$ cat src/rtl/prio_resolver_pkg.sv
package prio_resolver_pkg;
  localparam int unsigned LINES_PER_BANK = 32;

  function automatic int unsigned pow2_ceil(input int unsigned n);
    int unsigned r;
    r = 1;
    while (r < n) r = r * 2;
    return r;
  endfunction
endpackage

$ cat src/rtl/line_qualify.sv
module line_qualify #(
  parameter int unsigned N = 96
) (
  input  logic [N-1:0] pend,
  input  logic [N-1:0] mask,
  input  logic [N-1:0] cls,
  input  logic         sel_fast,
  output logic [N-1:0] qual
);
  logic [N-1:0] class_match;

  always_comb begin
    class_match = sel_fast ? cls : ~cls;
    qual        = pend & ~mask & class_match;
  end
endmodule

$ cat src/rtl/prio_tree.sv
module prio_tree
  import prio_resolver_pkg::*;
#(
  parameter int unsigned N      = 96,
  parameter int unsigned PRIO_W = 6,
  parameter int unsigned IDX_W  = 7
) (
  input  logic [N-1:0]        qual,
  input  logic [N*PRIO_W-1:0] prio,
  output logic                hit,
  output logic [IDX_W-1:0]    idx
);
  localparam int unsigned LEAVES = pow2_ceil(N);
  localparam int unsigned NODES  = 2 * LEAVES - 1;

  // Heap layout: node k has children 2k (lower indices) and 2k+1 (higher).
  logic              nv [1:NODES];
  logic [PRIO_W-1:0] np [1:NODES];
  logic [IDX_W-1:0]  nx [1:NODES];

  genvar k;
  generate
    for (k = LEAVES; k <= NODES; k++) begin : g_leaf
      if ((k - LEAVES) < N) begin : g_real
        assign nv[k] = qual[k-LEAVES];
        assign np[k] = prio[(k-LEAVES)*PRIO_W +: PRIO_W];
        assign nx[k] = IDX_W'(k - LEAVES);
      end else begin : g_pad
        assign nv[k] = 1'b0;
        assign np[k] = '0;
        assign nx[k] = '0;
      end
    end
    for (k = 1; k < LEAVES; k++) begin : g_node
      logic take_hi;
      // Upper child wins ties, so equal priority resolves toward the top index.
      always_comb begin
        take_hi = nv[2*k+1] && (!nv[2*k] || (np[2*k+1] <= np[2*k]));
      end
      assign nv[k] = nv[2*k] | nv[2*k+1];
      assign np[k] = take_hi ? np[2*k+1] : np[2*k];
      assign nx[k] = take_hi ? nx[2*k+1] : nx[2*k];
    end
  endgenerate

  assign hit = nv[1];
  assign idx = nv[1] ? nx[1] : '0;
endmodule

$ cat src/rtl/code_latch.sv
module code_latch #(
  parameter int unsigned IDX_W = 7
) (
  input  logic             clk,
  input  logic             rst_n,
  input  logic             load,
  input  logic             hit,
  input  logic [IDX_W-1:0] idx,
  output logic [IDX_W-1:0] code_q
);
  logic [IDX_W-1:0] code_d;

  always_comb begin
    code_d = hit ? idx : '0;
  end

  always_ff @(posedge clk or negedge rst_n) begin
    if (!rst_n) begin
      code_q <= '0;
    end else if (load) begin
      code_q <= code_d;
    end
  end
endmodule

$ cat src/rtl/prio_resolver.sv
module prio_resolver
  import prio_resolver_pkg::*;
#(
  parameter int unsigned NUM_BANKS = 3,
  parameter int unsigned PRIO_W    = 6,
  localparam int unsigned N        = NUM_BANKS * LINES_PER_BANK,
  localparam int unsigned IDX_W    = $clog2(N)
) (
  input  logic                clk,
  input  logic                rst_n,
  input  logic [N-1:0]        pend,
  input  logic [N-1:0]        mask,
  input  logic [N-1:0]        cls,
  input  logic [N*PRIO_W-1:0] prio,
  input  logic                sel_fast,
  input  logic                resolve,
  output logic                any_hit,
  output logic [IDX_W-1:0]    win_idx,
  output logic [IDX_W-1:0]    code_q
);
  logic [N-1:0] qual;

  line_qualify #(.N(N)) u_qual (
    .pend     (pend),
    .mask     (mask),
    .cls      (cls),
    .sel_fast (sel_fast),
    .qual     (qual)
  );

  prio_tree #(.N(N), .PRIO_W(PRIO_W), .IDX_W(IDX_W)) u_tree (
    .qual (qual),
    .prio (prio),
    .hit  (any_hit),
    .idx  (win_idx)
  );

  code_latch #(.IDX_W(IDX_W)) u_code (
    .clk    (clk),
    .rst_n  (rst_n),
    .load   (resolve),
    .hit    (any_hit),
    .idx    (win_idx),
    .code_q (code_q)
  );
endmodule

$ cat config.mk
export PLATFORM = sky130hd
export DESIGN_NAME = prio_resolver
export DESIGN_NICKNAME = d
export VERILOG_FILES = /design/src/rtl/prio_resolver_pkg.sv /design/src/rtl/line_qualify.sv /design/src/rtl/prio_tree.sv /design/src/rtl/code_latch.sv /design/src/rtl/prio_resolver.sv
export SDC_FILE = /design/constraint.sdc
export NUM_CORES = 1
export LEC_CHECK = 0
export ABC_AREA = 1
export CORE_AREA = 8 8 341 343
export DETAILED_ROUTE_END_ITERATION = 7
export DIE_AREA = 0 0 349 351
export PLACE_DENSITY_LB_ADDON = 0.15
export SETUP_SLACK_MARGIN = 0.3
export SYNTH_ARGS = -nofsm -noshare
export SYNTH_HDL_FRONTEND = slang
export SYNTH_SLANG_ARGS = --single-unit
$ cat constraint.sdc
create_clock -name clk -period 23.5 [get_ports clk]
set_input_delay 4.7 -clock clk [delete_from_list [all_inputs] [get_ports clk]]
set_output_delay 4.7 -clock clk [all_outputs]
set_load 0.01 [all_outputs]
# Yosys cells after proc, flatten, opt, wreduce, memory -nomap -nowiden

Index checks and enable logic that the tools add are counted.

Bits in registers: 7
Input port bits: 868
Output and inout bits: 15

Order comparisons: 95
Mux-type cells: 192
Bitwise operators: 99
Reduce and logical (&&, ||, !) cells: 285

Operator list:

| operator            | count |
|---|---|
| <= comparator 6 bit | 95 |
| 2-to-1 mux 6 bit    | 95 |
| bitwise AND 96 bit  | 2 |
| inverter 96 bit     | 2 |
| 2-to-1 mux 7 bit    | 17 |
| 2-to-1 mux 96 bit   | 1 |
| logical AND 1 bit   | 95 |
| logical NOT 1 bit   | 95 |
| logical OR 1 bit    | 95 |
| OR 1 bit            | 95 |
| 2-to-1 mux 1 bit    | 48 |
| 2-to-1 mux 2 bit    | 17 |
| 2-to-1 mux 3 bit    | 8 |
| 2-to-1 mux 4 bit    | 4 |
| 2-to-1 mux 5 bit    | 2 |

# Depth between registers and ports, before layout

Gate-level depths: netlist (run 1).

Word-level depth: 33
Gate-level depth with buffers: 86

# By module

A second synthesis (run 1) with hierarchy kept.

Cells, all modules: 4562
Area total of the unflattened synthesis: 24604.8 um2

By module, submodules not included:

| module       | times used | cells an instance | area an instance (um2) |
|---|---|---|---|
| prio_tree    | 1          | 3838              | 21662.0 |
| line_qualify | 1          | 694               | 2665.1 |
| code_latch   | 1          | 30                | 277.8 |

# Least setup slack after synthesis (run 1)

OpenSTA, ideal clock, no wires.

Path type: input-to-output
Start: in sel_fast
End: out win_idx[3]
Arrival: 15.210 ns
Slack: 3.590 ns
Stages: 77
Buffers on the path: 14
Cells stage by stage: buf_6 -> inv_6 -> buf_12 -> buf_6 -> buf_6 -> buf_6 -> buf_2 -> buf_1 -> clkbuf_1 -> nand2_1 -> nand3_1 -> o21ai_0 -> inv_1 -> clkbuf_1 -> o21ai_0 -> ha_1 -> inv_1 -> nor2_1 -> (+41 left out) -> nand2_2 -> clkbuf_1 -> nand2_1 -> o21ai_1 -> ha_1 -> inv_1 -> nor2_1 -> o21ai_0 -> nand2_1 -> a21oi_1 -> o21ai_0 -> o221ai_1 -> nand2_1 -> inv_1 -> nor2_1 -> inv_1 -> nand2_1 -> a21boi_1

Cells in the longest elaborated chain, start to end: 31
Elaborated cells between the ends (all ways): 539

Ends and longest elaborated chain:

| item                 | line                | text |
|---|---|---|
| start: declaration   | prio_resolver.sv:15 | `input logic sel_fast,` |
| 2-to-1 mux 96 bit *  | line_qualify.sv:13  | `class_match = sel_fast ? cls : ~cls;` |
| bitwise AND 96 bit * | line_qualify.sv:14  | `qual = pend & ~mask & class_match;` |
| logical NOT 1 bit    | prio_tree.sv:38     | `take_hi = nv[2*k+1] && (!nv[2*k] \|\| (np[2*k+1] <= np[2*k]));` |
| logical OR 1 bit     | prio_tree.sv:38     |  |
| logical AND 1 bit    | prio_tree.sv:38     |  |
| 2-to-1 mux 6 bit     | prio_tree.sv:41     | `assign np[k] = take_hi ? np[2*k+1] : np[2*k];` |
| <= comparator 6 bit  | prio_tree.sv:38     |  |
| logical OR 1 bit     | prio_tree.sv:38     |  |
| (+15 left out)       | --                  |  |
| logical OR 1 bit     | prio_tree.sv:38     |  |
| logical AND 1 bit    | prio_tree.sv:38     |  |
| 2-to-1 mux 6 bit     | prio_tree.sv:41     |  |
| <= comparator 6 bit  | prio_tree.sv:38     |  |
| logical OR 1 bit     | prio_tree.sv:38     |  |
| logical AND 1 bit    | prio_tree.sv:38     |  |
| 2-to-1 mux 7 bit     | prio_tree.sv:42     | `assign nx[k] = take_hi ? nx[2*k+1] : nx[2*k];` |
| 2-to-1 mux 7 bit *   | prio_tree.sv:47     | `assign idx = nv[1] ? nx[1] : '0;` |
| end: declaration     | prio_resolver.sv:18 | `output logic [IDX_W-1:0] win_idx,` |

Every way passes the cells marked *; elsewhere a longest branch is shown, timed or not.

# Final worst setup path (run 1)

Ends and elaborated chain as after synthesis.

==> flow_metrics.env, run 1 <==
export IMPL_num_vias=29600
export IMPL_antenna_left=0
export IMPL_final_nets=6453
export IMPL_synthesis_area_mm2=0.0239
export IMPL_critPathSlowestCell="a31oi_2"
export IMPL_yosysWarnings=0
export IMPL_dp_cells=6542
export IMPL_cts_resized_gates=0
export IMPL_synth_edf_count=0
export IMPL_cts_sinks=7
export IMPL_fin_ws_ns=1.78
export IMPL_fin_skew_ns=0
export IMPL_fillCellCount=12500
export IMPL_post_cts_buffers=0
export IMPL_cts_buffer_depth=2
export IMPL_avgSynthCellArea_um2=5.62
export IMPL_intPower_uw=792
export IMPL_cp_top_family="compound AO/OA/AOI/OAI gates"
export IMPL_critPathMaxStageDelay_ns=0.61
export IMPL_grt_max_degree=64
export IMPL_grt_overflow=0
export IMPL_avgRoutedWirePerCell_um=18.5
export IMPL_core_area_mm2=0.111
export IMPL_dieArea_mm2=0.122
export IMPL_place_area_mm2=0.0342
export IMPL_synth_ff_type="dfrtp_1"
export IMPL_final_setup_tns_ns=0
export IMPL_synth_cell_types=59
export IMPL_crit_top_cell="nand2_1"
export IMPL_rsz0062_at_grt="no"
export IMPL_ios=883
export IMPL_final_area_mm2=0.0343
export IMPL_cts_buffers=3
export IMPL_critPathMaxFanout=54
export IMPL_combPwrFrac_pct=97.4
export IMPL_synth_fp_nets=5661
export IMPL_max_cap_viol_count=0
export IMPL_status="completed"
export IMPL_drive_gt1_share_pct=3.07
export IMPL_slew_violations=0
export IMPL_finalSetupViolCount=0
export IMPL_dieWidth_um=349
export IMPL_p_leak_nw=17.0
export IMPL_die_h_um=351
export IMPL_place_hpwl_um=113000
export IMPL_arrival_ns=17.02
export IMPL_endpoint_kind="output pin"
export IMPL_port_buffer_count=882
export IMPL_cts_max_level=1
export IMPL_grt_pass1_vias=29000
export IMPL_largest_registers="u_code.code_q: 7 flops"
export IMPL_ys_async_sr_fraction_pct=100
export IMPL_grt_pass1_wl_um=177000
export IMPL_min_path_type="flop to flop"
export IMPL_powerDensity_mw_per_mm2=60.6
export IMPL_ys_seq_elements=7
export IMPL_hold_buffers=0
export IMPL_clk_pin_slew_ns=0.04
export IMPL_crit_buf_inv=11
export IMPL_tritoncts="done"
export IMPL_antenna_found_initial=31
export IMPL_critPathLaunchType="input pin"
export IMPL_fin_crit_sh_pct=92.4
export IMPL_place_congestion=0.889
export IMPL_vdd_ir_drop_max_v=0.000128
export IMPL_fin_cells=6569
export IMPL_synthCells=4255
export IMPL_clkPwrFrac_pct=1.4
export IMPL_seqCellArea_um2=175
export IMPL_multiInputGateArea_mm2=0.0208
export IMPL_via_per_inst=4.51
export IMPL_num_rows=123
export IMPL_power_switching_mw=1.29
export IMPL_drc=0
export IMPL_crit_required_ns=18.80
export IMPL_synth_seq_area_share_pct=0.733
export IMPL_area_delta_synth_final_pct=43.7
export IMPL_fmax_mhz=46.0
export IMPL_largest_reg_flops=7
export IMPL_initial_core_util_pct=21.5
export IMPL_relSlewSlack_pct=22.6
export IMPL_drtIter0Drc=1568
export IMPL_pwr_share_seq_pct=1.2
export IMPL_drtPass1Iterations=5
export IMPL_worst_setup_path_type="input pin to output pin"
export IMPL_place_ws_ns=0.675
export IMPL_power_mw=2.08
export IMPL_fin_crit_ns=21.72
export IMPL_worst_slew_pin_slew_ns=1.15
export IMPL_root_buffer="clkbuf_16"
export IMPL_p_sw_share_pct=62.0
export IMPL_track_usage_pct=18.7
export IMPL_wirelength_um=121000
export IMPL_hold_viol=0
export IMPL_regMostFlops="u_code.code_q"
export IMPL_clock_latency_ns=0.23
-- cells in the mapped netlist (10+ instances only) --
cell type	count	area (um^2)
nand3_2	10	100
o21ai_2	24	210
buf_2	26	130
a31oi_1	10	62.6
clkbuf_1	59	221
o21ai_1	43	215
o221ai_1	41	359
inv_2	15	56.3
a21oi_1	296	1480
nand4_1	62	388
nor3_1	13	65.1
nand3b_1	13	97.6
nor2_1	441	1660
nand2_2	34	213
nand2_1	1037	3890
o21ai_0	525	2630
buf_6	12	135
nand3_1	211	1060
inv_1	614	2300
o211ai_1	47	353
and3_1	51	319
o21bai_1	22	165
ha_1	538	6730
-- metal layers --
layer / share of wire (%) / vias to the layer above / GRT usage [%]
met5: 0.057 / - / 0
met4: 1.7 / 10 / 3.50
met3: 5.7 / 82 / 3.97
met2: 48 / 658 / 33.0
met1: 44 / 12900 / 23.4
li1: - / 15900 / -
-- per-stage QoR --
step | util, % | hold WS [ns]
floorplan | - | 0.515
global placement | 30.7 | 0.476
detailed placement | 30.7 | 0.473
CTS | 30.8 | 0.482
global route | 30.9 | 0.536
finish | 30.9 | 0.475
-- power groups by stage --
| stage | Clock [mW] | Combinational, mW | Sequential [mW] |
|---|---|---|---|
| finish | 0.0288 | 2.03 | 0.0252 |
| global route | 0.0306 | 2.29 | 0.0263 |
| CTS | 0.0295 | 2.03 | 0.0256 |
| detailed placement | 0 | 2.02 | 0.0256 |
| global placement | 0 | 2.02 | 0.0258 |
| floorplan | 0 | 1.15 | 0.0268 |
-- kinds of logic (layout without fill, tap and decap cells) --
| family | Yosys count | count (layout) | synth area share [%] |
|---|---|---|---|
| simple gates | 1913 | 1913 | 34.1 |
| fa+ha+maj | 538 | 538 | 28.2 |
| buf+inv | 744 | 1535 | 12.5 |
| other cells | 0 | 23 | 0 |
| compound gates | 1053 | 1053 | 24.5 |
| flops | 7 | 7 | 0.733 |
-- final cells by class --
cell class                      instances  area share, %
Timing Repair Buffer                  900           26.2
Multi-Input combinational cell       3504           60.5
Antenna cell                           23          0.168
Sequential cell                         7          0.510
Tap cell                             1500           5.46
Clock buffer                            4          0.229
Inverter                              631           6.92
-- worst min-delay path, delay by kind of cell (launching register included) --
| kind | cells | cell delay (ns) |
|---|---|---|
| DFF | 1 | 0.33 |
| and+or+nand+nor | 2 | 0.11 |
-- cell usage in the layout (no fill, tap or decap), types with 4 or more instances in the layout --
| cell | synthesis | routed |
|---|---|---|
| a21boi_1 | 5 | 4 |
| a21oi_1 | 296 | 295 |
| a21oi_2 | 6 | 7 |
| a311oi_1 | 4 | 4 |
| a31oi_1 | 10 | 8 |
| and3_1 | 51 | 51 |
| buf_4 | 9 | 16 |
| clkdlybuf4s50_1 | 0 | 882 |
| dfrtp_1 | 7 | 7 |
| diode_2 | 0 | 23 |
| ha_1 | 538 | 538 |
| inv_1 | 614 | 613 |
| inv_2 | 15 | 16 |
| nand2_1 | 1037 | 1037 |
| nand2_2 | 34 | 33 |
| nand2_4 | 9 | 10 |
| nand3_1 | 211 | 211 |
| nand3_2 | 10 | 10 |
| nand3b_1 | 13 | 13 |
| nand4_1 | 62 | 62 |
| nor2_1 | 441 | 441 |
| nor2_2 | 9 | 9 |
| nor3_1 | 13 | 13 |
| o211a_1 | 5 | 5 |
| o211ai_1 | 47 | 47 |
| o21ai_0 | 525 | 520 |
| o21ai_1 | 43 | 45 |
| o21ai_2 | 24 | 27 |
| o21bai_1 | 22 | 22 |
| o221ai_1 | 41 | 41 |
| or2_2 | 8 | 8 |
-- path summary, 6_finish.rpt --
path                                              start                            to  cells past startpoint  slack (ns)
setup / recovery                               sel_fast                    win_idx[3]                     71        1.78
hold / removal             u_code.code_q[2]$_DFFE_PN0P_  u_code.code_q[2]$_DFFE_PN0P_                      2        0.48
setup reg to reg           u_code.code_q[5]$_DFFE_PN0P_  u_code.code_q[5]$_DFFE_PN0P_                      2       22.80
hold reg to reg            u_code.code_q[2]$_DFFE_PN0P_  u_code.code_q[2]$_DFFE_PN0P_                      2        0.48
max in group asynchronous                         rst_n  u_code.code_q[0]$_DFFE_PN0P_                      1       18.48
min in group asynchronous                         rst_n  u_code.code_q[4]$_DFFE_PN0P_                      1        4.75
No activity file was read; power rests on OpenSTA's default activity.
==> run 2: changes to the inputs <==
--- a/config.mk
+++ b/config.mk
@@ -6,9 +6,11 @@
 export NUM_CORES = 1
 export LEC_CHECK = 0
 export ABC_AREA = 1
+export CAP_MARGIN = 20
 export CORE_AREA = 8 8 341 343
 export DETAILED_ROUTE_END_ITERATION = 7
 export DIE_AREA = 0 0 349 351
+export GPL_ROUTABILITY_DRIVEN = 0
 export PLACE_DENSITY_LB_ADDON = 0.15
 export SETUP_SLACK_MARGIN = 0.3
 export SYNTH_ARGS = -nofsm -noshare
==> run 2 against run 1 <==
  * Critical path depth fell by 4
  * Worst hold slack improved by 0.0076 ns
  * Design area rose by 0.21%
  * Clock skew did not move
  * Core utilization rose by 0.065 points
  * Sequential share of layout area barely moved
  * Non-clock buffer count rose by 7
  * Die area did not move
  * First-iteration DRC count fell by 10%
  * Combinational power fell by 2%
  * Critical path type unchanged
  * Highest routed layer unchanged
==> flow_metrics.env, run 2 (synthesis results as in run 1) <==
export IMPL_seqCellArea_um2=175
export IMPL_fillCellCount=12600
export IMPL_num_rows=123
export IMPL_crit_required_ns=18.80
export IMPL_finalSetupViolCount=0
export IMPL_vdd_ir_drop_max_v=0.000126
export IMPL_final_common_cell="nand2_1"
export IMPL_area_delta_synth_final_pct=44.0
export IMPL_wirelength_um=121000
export IMPL_cts_resized_gates=0
export IMPL_cts_buffers=3
export IMPL_root_buffer="clkbuf_16"
export IMPL_drive_gt1_share_pct=3.17
export IMPL_rsz0062_at_grt="no"
export IMPL_track_usage_pct=18.6
export IMPL_grt_overflow=0
export IMPL_clk_pin_slew_ns=0.04
export IMPL_powerDensity_mw_per_mm2=59.5
export IMPL_slew_violations=0
export IMPL_crit_top_cell="nand2_1"
export IMPL_avgRoutedWirePerCell_um=18.4
export IMPL_fin_crit_sh_pct=93.1
export IMPL_clock_latency_ns=0.23
export IMPL_num_vias=29800
export IMPL_initial_core_util_pct=21.5
export IMPL_drc=0
export IMPL_arrival_ns=17.17
export IMPL_drtPass1Iterations=5
export IMPL_cts_buffer_depth=2
export IMPL_largest_registers="u_code.code_q: 7 flops"
export IMPL_fin_crit_ns=21.87
export IMPL_core_area_mm2=0.111
export IMPL_final_nets=6460
export IMPL_worst_setup_path_type="input pin to output pin"
export IMPL_critPathMaxStageDelay_ns=0.74
export IMPL_final_area_mm2=0.0344
export IMPL_final_setup_tns_ns=0
export IMPL_max_cap_viol_count=0
export IMPL_grt_pass1_vias=28900
export IMPL_place_area_mm2=0.0342
export IMPL_dieWidth_um=349
export IMPL_tritoncts="done"
export IMPL_layout_common_cells="nand2_1 (1037), clkdlybuf4s50_1 (882), inv_1 (613), ha_1 (538), o21ai_0 (515)"
export IMPL_multiInputGateArea_mm2=0.0208
export IMPL_post_cts_buffers=0
export IMPL_grt_max_degree=69
export IMPL_critPathLaunchType="input pin"
export IMPL_fin_cells=6585
export IMPL_relSlewSlack_pct=38.0
export IMPL_via_per_inst=4.53
export IMPL_drtIter0Drc=1406
export IMPL_worst_slew_pin_slew_ns=0.924
export IMPL_antenna_found_initial=34
export IMPL_endpoint_kind="output pin"
export IMPL_dp_cells=6547
export IMPL_hold_buffers=0
export IMPL_min_path_type="flop to flop"
export IMPL_fin_skew_ns=0
export IMPL_hold_viol=0
export IMPL_critPathSlowestCell="o21ai_1"
export IMPL_port_buffer_count=882
export IMPL_p_leak_nw=17.0
export IMPL_dieArea_mm2=0.122
export IMPL_cts_sinks=7
export IMPL_regMostFlops="u_code.code_q"
export IMPL_largest_reg_flops=7
export IMPL_cts_max_level=1
export IMPL_status="completed"
export IMPL_antenna_left=0
export IMPL_grt_pass1_wl_um=176000
export IMPL_critPathMaxFanout=68
export IMPL_die_h_um=351
export IMPL_place_hpwl_um=113000
export IMPL_fmax_mhz=45.7
export IMPL_ios=883
-- run 2: path summary, 6_finish.rpt --
kind / start / endpoint / slack [ns] / depth (start not counted)
max reg2reg: u_code.code_q[5]$_DFFE_PN0P_ / u_code.code_q[5]$_DFFE_PN0P_ / 22.77 / 2
min in group asynchronous: rst_n / u_code.code_q[3]$_DFFE_PN0P_ / 4.75 / 1
max in group asynchronous: rst_n / u_code.code_q[1]$_DFFE_PN0P_ / 18.50 / 1
max: sel_fast / win_idx[3] / 1.63 / 67
min reg2reg: u_code.code_q[2]$_DFFE_PN0P_ / u_code.code_q[2]$_DFFE_PN0P_ / 0.48 / 2
min: u_code.code_q[2]$_DFFE_PN0P_ / u_code.code_q[2]$_DFFE_PN0P_ / 0.48 / 2
-- run 2: area by class of cell --
class                           instances  share of cell area, %
Clock buffer                            4                  0.229
Sequential cell                         7                  0.509
Inverter                              631                   6.91
Timing Repair Buffer                  907                   26.3
Tap cell                             1500                   5.45
Antenna cell                           32                  0.233
Multi-Input combinational cell       3504                   60.4
-- run 2: per-stage QoR --
| step | setup slack, ns | utilization [%] | power (mW) | hold WS, ns |
|---|---|---|---|---|
| floorplan | 3.59 | - | 1.17 | 0.515 |
| global placement | 0.725 | 30.7 | 2.04 | 0.476 |
| detailed placement | 0.654 | 30.7 | 2.04 | 0.478 |
| CTS | 0.590 | 30.8 | 2.08 | 0.488 |
| global route | 0.258 | 30.9 | 2.32 | 0.504 |
| finish | 1.63 | 30.9 | 2.05 | 0.483 |
-- run 2: where the power goes --
group / leakage (nW) / internal (mW) / switching, mW
Clock: 0.0384 / 0.0226 / 0.00643
Combinational: 16.9 / 0.747 / 1.25
Sequential: 0.0852 / 0.0210 / 0.00406
-- run 2: metal layers --
metal | wire length, um | vias to the layer above | track usage (%)
li1 | - | 15900 | -
met1 | 53400 | 13100 | 23.4
met2 | 58700 | 668 | 32.8
met3 | 7380 | 78 | 3.87
met4 | 1960 | 10 | 3.79
met5 | 53 | - | 0
-- run 2: critical path, delay by kind of cell --
kind,cells,cell delay [ns]
AO/OA/AOI/OAI,21,3.87
AND/OR/NAND/NOR,30,3.82
buffers and inverters,10,2.70
adder cells (fa/ha/maj),6,1.93
